### src/rtl/link_test_pkg.sv
package link_test_pkg;
  typedef enum logic [1:0] {
    CHK_IDLE = 2'd0,
    CHK_RUN  = 2'd1,
    CHK_DONE = 2'd2
  } chk_state_e;
endpackage

### src/rtl/wz_pattern.sv
module wz_pattern #(
  parameter int WIDTH = 32,
  parameter int IDX_W = $clog2(2 * WIDTH)
) (
  input  logic [IDX_W-1:0] idx_i,
  output logic [WIDTH-1:0] word_o
);
  always_comb begin
    word_o = '0;
    if (!idx_i[0]) begin
      word_o = '1;
      word_o[idx_i[IDX_W-1:1]] = 1'b0;
    end
  end
endmodule

### src/rtl/wz_gen.sv
module wz_gen #(
  parameter int WIDTH  = 32,
  parameter int IDX_W  = $clog2(2 * WIDTH),
  parameter int NWORDS = 2 * WIDTH
) (
  input  logic             clk_i,
  input  logic             rst_ni,
  input  logic             start_i,
  output logic [WIDTH-1:0] data_o,
  output logic             valid_o
);
  localparam logic [IDX_W-1:0] LAST = IDX_W'(NWORDS - 1);

  logic             active_q;
  logic [IDX_W-1:0] idx_q;
  logic [WIDTH-1:0] pat;

  always_ff @(posedge clk_i or negedge rst_ni) begin
    if (!rst_ni) begin
      active_q <= 1'b0;
      idx_q    <= '0;
    end else if (start_i) begin
      active_q <= 1'b1;
      idx_q    <= '0;
    end else if (active_q) begin
      if (idx_q == LAST) begin
        active_q <= 1'b0;
        idx_q    <= '0;
      end else begin
        idx_q <= idx_q + 1'b1;
      end
    end
  end

  wz_pattern #(.WIDTH(WIDTH), .IDX_W(IDX_W)) u_pat (.idx_i(idx_q), .word_o(pat));

  assign data_o  = active_q ? pat : '0;
  assign valid_o = active_q;
endmodule

### src/rtl/wz_chk.sv
module wz_chk
  import link_test_pkg::*;
#(
  parameter int WIDTH  = 32,
  parameter int IDX_W  = $clog2(2 * WIDTH),
  parameter int NWORDS = 2 * WIDTH
) (
  input  logic             clk_i,
  input  logic             rst_ni,
  input  logic             start_i,
  input  logic [WIDTH-1:0] data_i,
  input  logic             valid_i,
  output logic             fail_o,
  output logic             done_o,
  output logic [WIDTH-1:0] err_data_o,
  output logic [WIDTH-1:0] err_exp_o,
  output logic [IDX_W-1:0] err_idx_o
);
  localparam logic [IDX_W-1:0] LAST = IDX_W'(NWORDS - 1);

  chk_state_e       st_q;
  logic [IDX_W-1:0] cnt_q;
  logic             fail_q;
  logic [WIDTH-1:0] err_data_q, err_exp_q;
  logic [IDX_W-1:0] err_idx_q;
  logic [WIDTH-1:0] exp_word;
  logic             take, mismatch;

  wz_pattern #(.WIDTH(WIDTH), .IDX_W(IDX_W)) u_pat (.idx_i(cnt_q), .word_o(exp_word));

  assign take     = (st_q == CHK_RUN) && valid_i && !start_i;
  assign mismatch = data_i != exp_word;

  always_ff @(posedge clk_i or negedge rst_ni) begin
    if (!rst_ni) begin
      st_q       <= CHK_IDLE;
      cnt_q      <= '0;
      fail_q     <= 1'b0;
      err_data_q <= '0;
      err_exp_q  <= '0;
      err_idx_q  <= '0;
    end else if (start_i) begin
      st_q       <= CHK_RUN;
      cnt_q      <= '0;
      fail_q     <= 1'b0;
      err_data_q <= '0;
      err_exp_q  <= '0;
      err_idx_q  <= '0;
    end else if (take) begin
      // only the first mismatch of a run is latched
      if (mismatch && !fail_q) begin
        fail_q     <= 1'b1;
        err_data_q <= data_i;
        err_exp_q  <= exp_word;
        err_idx_q  <= cnt_q;
      end
      if (cnt_q == LAST) begin
        st_q  <= CHK_DONE;
        cnt_q <= '0;
      end else begin
        cnt_q <= cnt_q + 1'b1;
      end
    end
  end

  assign fail_o     = fail_q;
  assign done_o     = st_q == CHK_DONE;
  assign err_data_o = err_data_q;
  assign err_exp_o  = err_exp_q;
  assign err_idx_o  = err_idx_q;
endmodule

### src/rtl/link_test_top.sv
module link_test_top #(
  parameter int              WIDTH      = 32,
  parameter int              ID_W       = 8,
  parameter logic [ID_W-1:0] CHECKER_ID = 8'hA5,
  localparam int             NWORDS     = 2 * WIDTH,
  localparam int             IDX_W      = $clog2(NWORDS)
) (
  input  logic             clk_i,
  input  logic             rst_ni,
  input  logic             start_i,
  output logic [WIDTH-1:0] gen_data_o,
  output logic             gen_valid_o,
  input  logic [WIDTH-1:0] chk_data_i,
  input  logic             chk_valid_i,
  output logic             pass_o,
  output logic             fail_o,
  output logic             done_o,
  output logic [WIDTH-1:0] err_data_o,
  output logic [WIDTH-1:0] err_exp_o,
  output logic [IDX_W-1:0] err_idx_o,
  output logic [ID_W-1:0]  chk_id_o
);
  wz_gen #(.WIDTH(WIDTH), .IDX_W(IDX_W), .NWORDS(NWORDS)) u_gen (
    .clk_i   (clk_i),
    .rst_ni  (rst_ni),
    .start_i (start_i),
    .data_o  (gen_data_o),
    .valid_o (gen_valid_o)
  );

  wz_chk #(.WIDTH(WIDTH), .IDX_W(IDX_W), .NWORDS(NWORDS)) u_chk (
    .clk_i      (clk_i),
    .rst_ni     (rst_ni),
    .start_i    (start_i),
    .data_i     (chk_data_i),
    .valid_i    (chk_valid_i),
    .fail_o     (fail_o),
    .done_o     (done_o),
    .err_data_o (err_data_o),
    .err_exp_o  (err_exp_o),
    .err_idx_o  (err_idx_o)
  );

  assign pass_o   = done_o && !fail_o;
  assign chk_id_o = CHECKER_ID;
endmodule

### config.mk
export PLATFORM = sky130hd
export DESIGN_NAME = link_test_top
export DESIGN_NICKNAME = d
export VERILOG_FILES = /design/src/rtl/link_test_pkg.sv /design/src/rtl/wz_pattern.sv /design/src/rtl/wz_gen.sv /design/src/rtl/wz_chk.sv /design/src/rtl/link_test_top.sv
export SDC_FILE = /design/constraint.sdc
export NUM_CORES = 1
export LEC_CHECK = 0
export ABC_AREA = 1
export BUFFER_PORTS_ARGS = -buffer_cell sky130_fd_sc_hd__buf_2
export CORE_ASPECT_RATIO = 1.2
export CORE_MARGIN = 1
export CORE_UTILIZATION = 53
export CTS_CLUSTER_SIZE = 16
export DETAILED_ROUTE_END_ITERATION = 10
export PLACE_DENSITY = 0.83
export SYNTH_ARGS = -nofsm -noshare
export SYNTH_HDL_FRONTEND = slang
export SYNTH_SLANG_ARGS = --single-unit
### constraint.sdc
create_clock -name clk_i -period 2.36 [get_ports clk_i]
set_clock_uncertainty 0.1 [all_clocks]
set_input_delay 0.59 -clock clk_i [delete_from_list [all_inputs] [get_ports clk_i]]
set_output_delay 0.59 -clock clk_i [all_outputs]
set_load 0.03 [all_outputs]
==> impl_metrics.ini <==
[run_status]
outcome = finished, violations left
violations = setup timing

[clock_tree]
cts-buffers-inserted = 9
cts_tree = yes
htree_num_levels = 3
clk_path_buf_depth = 2
hold_buffers = 0
cts_sinks = 86
cts_root_buffer = clkbuf_16
path_clk_slew_ns = 0.06
insertion_delay_ns = 0.34

[job]
maxCapViolCount = 0

[finish]
final_nets = 1004
drive_gt1_share_pct = 34.1
final_cells = 1094
n_antenna_cell = 0
syn2layout_area_growth_pct = 42.1
stdcell_area_mm2 = 0.00758
post-route-util_pct = 78.5

[routing]
viasPerCell = 5.95
drtAntennaViolNets = 0
drt_iter0_drc = 630
drc_errors = 0
routed_wl_um = 19400
avgRoutedWirePerCell_um = 17.7
via_count = 6508
drt_pre_antenna_iters = 8

[setup_path]
cp-startpoint = u_chk.cnt_q[4]
worstPathCellList = inv_4 > nand3_1 > inv_2 > nand2_1 > nand2_1 > nand2_1 > nand2_1 > nand2_1 > nor2_1 > nand2_1 > nor2_2 > nand2_4 > nand2_4 > clkbuf_16 > nand3_1 > nand2_1
slowest_delay_ns = 0.51
cp-start-kind = flop
crit_path_max_fanout = 8
cp-endpoint = u_chk.err_exp_o[17]
path_class = reg -> reg
cp-end-kind = flop
reg2regPathDepth = 16
critPathArrivalTime_ns = 2.72
cpMaxStageDelayCell = dfrtp_2
r2r_end = u_chk.err_exp_o[17]
crit_top_cell = nand2_1
crit_required_ns = 2.54
rr_startpoint = u_chk.cnt_q[4]
reg2reg_slack_ns = -0.18

[sta]
drv_slew = 0
layout_setup_ws_ns = -0.180
fmax_mhz = 394
holdWs_ns = 0.0798
setup_tns_ns = -8.84
min_period_ns = 2.54
period_share_pct = 108
grt_setup_unrepaired = yes
setup_viol = 75
final_hold_viol_count = 0

[placed_design]
gp_congestion = 0.950
placedInstanceArea_mm2 = 0.00646
dp_cells = 1050
place_ws_ns = -0.0127
place_hpwl_um = 11500
port_buffers = 141

[power]
peakVddDrop_v = 0.000386
power_mw = 4.54
power.leakage_nw = 4.19
cellPowerDensity_mw_per_mm2 = 598

[global_route]
grt_use_total_pct = 31.4
grt_pass1_wl_um = 25700
grt_pass1_vias = 5268
grt_max_degree = 58
grt-ovfl-total = 0
antenna_found_initial = 0

[logic_synthesis]
yosys.area.top_type_share_pct = 40.3
synth.largest_area_cell = dfrtp_1
ys_seq_elements = 86
netlist-cell-type-count = 29
syn_avg_cell_area_um2 = 6.82
synth_area_leaders = dfrtp_1 40%, nand2_1 15%, nand3_1 11%
synth_area_mm2 = 0.00534
ys_warn_count = 0
syn_inst = 782
ys_seq_area_share_pct = 40.3

[floorplan]
io-pin-count = 150
dieArea_mm2 = 0.0105
core_mm2 = 0.00966
die_height_um = 112
placementRows = 39
initial_core_util_pct = 55.2
die_w_um = 93.6

[min_path]
hp-class = in -> async
-- flip-flops by register name (all words and copies together), names as in the netlist --
name              flops
u_chk.err_idx_o       6
u_gen.valid_o         1
u_gen.idx_q           6
u_chk.err_data_o     32
u_chk.fail_o          1
u_chk.cnt_q           6
u_chk.err_exp_o      32
u_chk.st_q            2
-- critical path, delay by kind of cell (launching register included) --
family | cells | cell delay [ns]
and+or+nand+nor | 13 | 1.44
DFF | 1 | 0.51
buffers and inverters | 3 | 0.44
-- area by class of cell --
| class | instances | area, µm² |
|---|---|---|
| clock buffers | 11 | 243 |
| repair inverters | 2 | 15.0 |
| multi-input cells | 546 | 2870 |
| well taps | 123 | 154 |
| flip-flops and latches | 86 | 2160 |
| clock inverters | 5 | 81.3 |
| repair buffers | 225 | 1690 |
| inverters | 96 | 377 |
| fillers | 635 | 2080 |
-- logic make-up after synthesis --
family	count (synthesis)	synth area share, %
adders and majority gates	2	0.469
and+or+nand+nor	495	42.2
xor gates and xnor gates	1	0.164
DFF	86	40.3
AOI/OAI and AO/OA	39	3.89
other	2	0.141
buffers and inverters	157	12.8
-- per-layer routing --
metal  GRT usage, %  part of all wire, %  up-vias
li1               -                    -     2911
met1           40.6                   37     3016
met2           51.6                   48      473
met3           5.05                  9.7      108
met4           13.8                  5.9        0
met5              0                    0        -
-- power by group --
| part | internal, mW | switching [mW] |
|---|---|---|
| clock network | 0.958 | 0.583 |
| registers | 1.58 | 0.0777 |
| logic | 0.450 | 0.887 |
| total | 2.99 | 1.55 |
-- worst min path at each step --
| stage | cells after the start | slack [ns] | to | start |
|---|---|---|---|---|
| 2_1_floorplan | 0 | 0.19 | u_chk.cnt_q[0] | rst_ni |
| 4_1_cts | 1 | 0.1 | u_chk.err_data_o[12] | rst_ni |
| 6_report | 1 | 0.08 | u_chk.err_data_o[12] | rst_ni |
| 3_5_place_dp | 2 | 0.38 | u_chk.err_idx_o[2] | u_chk.err_idx_o[2] |
| 3_3_place_gp | 2 | 0.38 | u_chk.err_data_o[1] | u_chk.err_data_o[1] |
| 5_1_grt | 1 | 0.12 | u_chk.err_data_o[11] | rst_ni |
-- timing repair --
item | in CTS | in global routing
pin swaps | 1 | 40
cloned | 1 | 13
setup buffers | 4 | 10
gates resized for setup | 10 | 117
endpoints found under the setup margin | 49 | 100
-- placed cells by master (no fill, tap or decap), types with 3 or more instances in the layout --
cell,n
inv_2,6
inv_1,83
nand3b_1,6
inv_4,5
nand3_1,89
o21ai_0,13
nand2_1,207
nand2_2,12
buf_12,11
clkbuf_16,16
buf_2,126
buf_6,12
a21oi_1,13
buf_4,67
nand3_2,28
o21ai_1,3
dfrtp_2,6
dfrtp_1,80
conb_1,8
clkinvlp_4,4
nand4_1,71
nor2_4,8
nand2_4,3
nor3_1,6
nor2_1,51
nor2_2,10
-- synthesized netlist by cell type --
cell type,instances
nand2_1,220
nand3_1,118
inv_1,88
dfrtp_1,86
nand4_1,71
nor2_1,65
clkbuf_1,38
o21ai_0,16
a21oi_1,15
buf_4,8
nor3_1,8
buf_2,7
buf_6,7
inv_2,7
nand3b_1,6
a31oi_1,4
nor2_4,3
conb_1,2
ha_1,2
o21ai_1,2
a311oi_1,1
buf_1,1
clkinv_1,1
nand2_2,1
nand2_4,1
nor2_2,1
nor4_1,1
o32ai_1,1
xor2_1,1
Power figures use the tool's default switching activity.
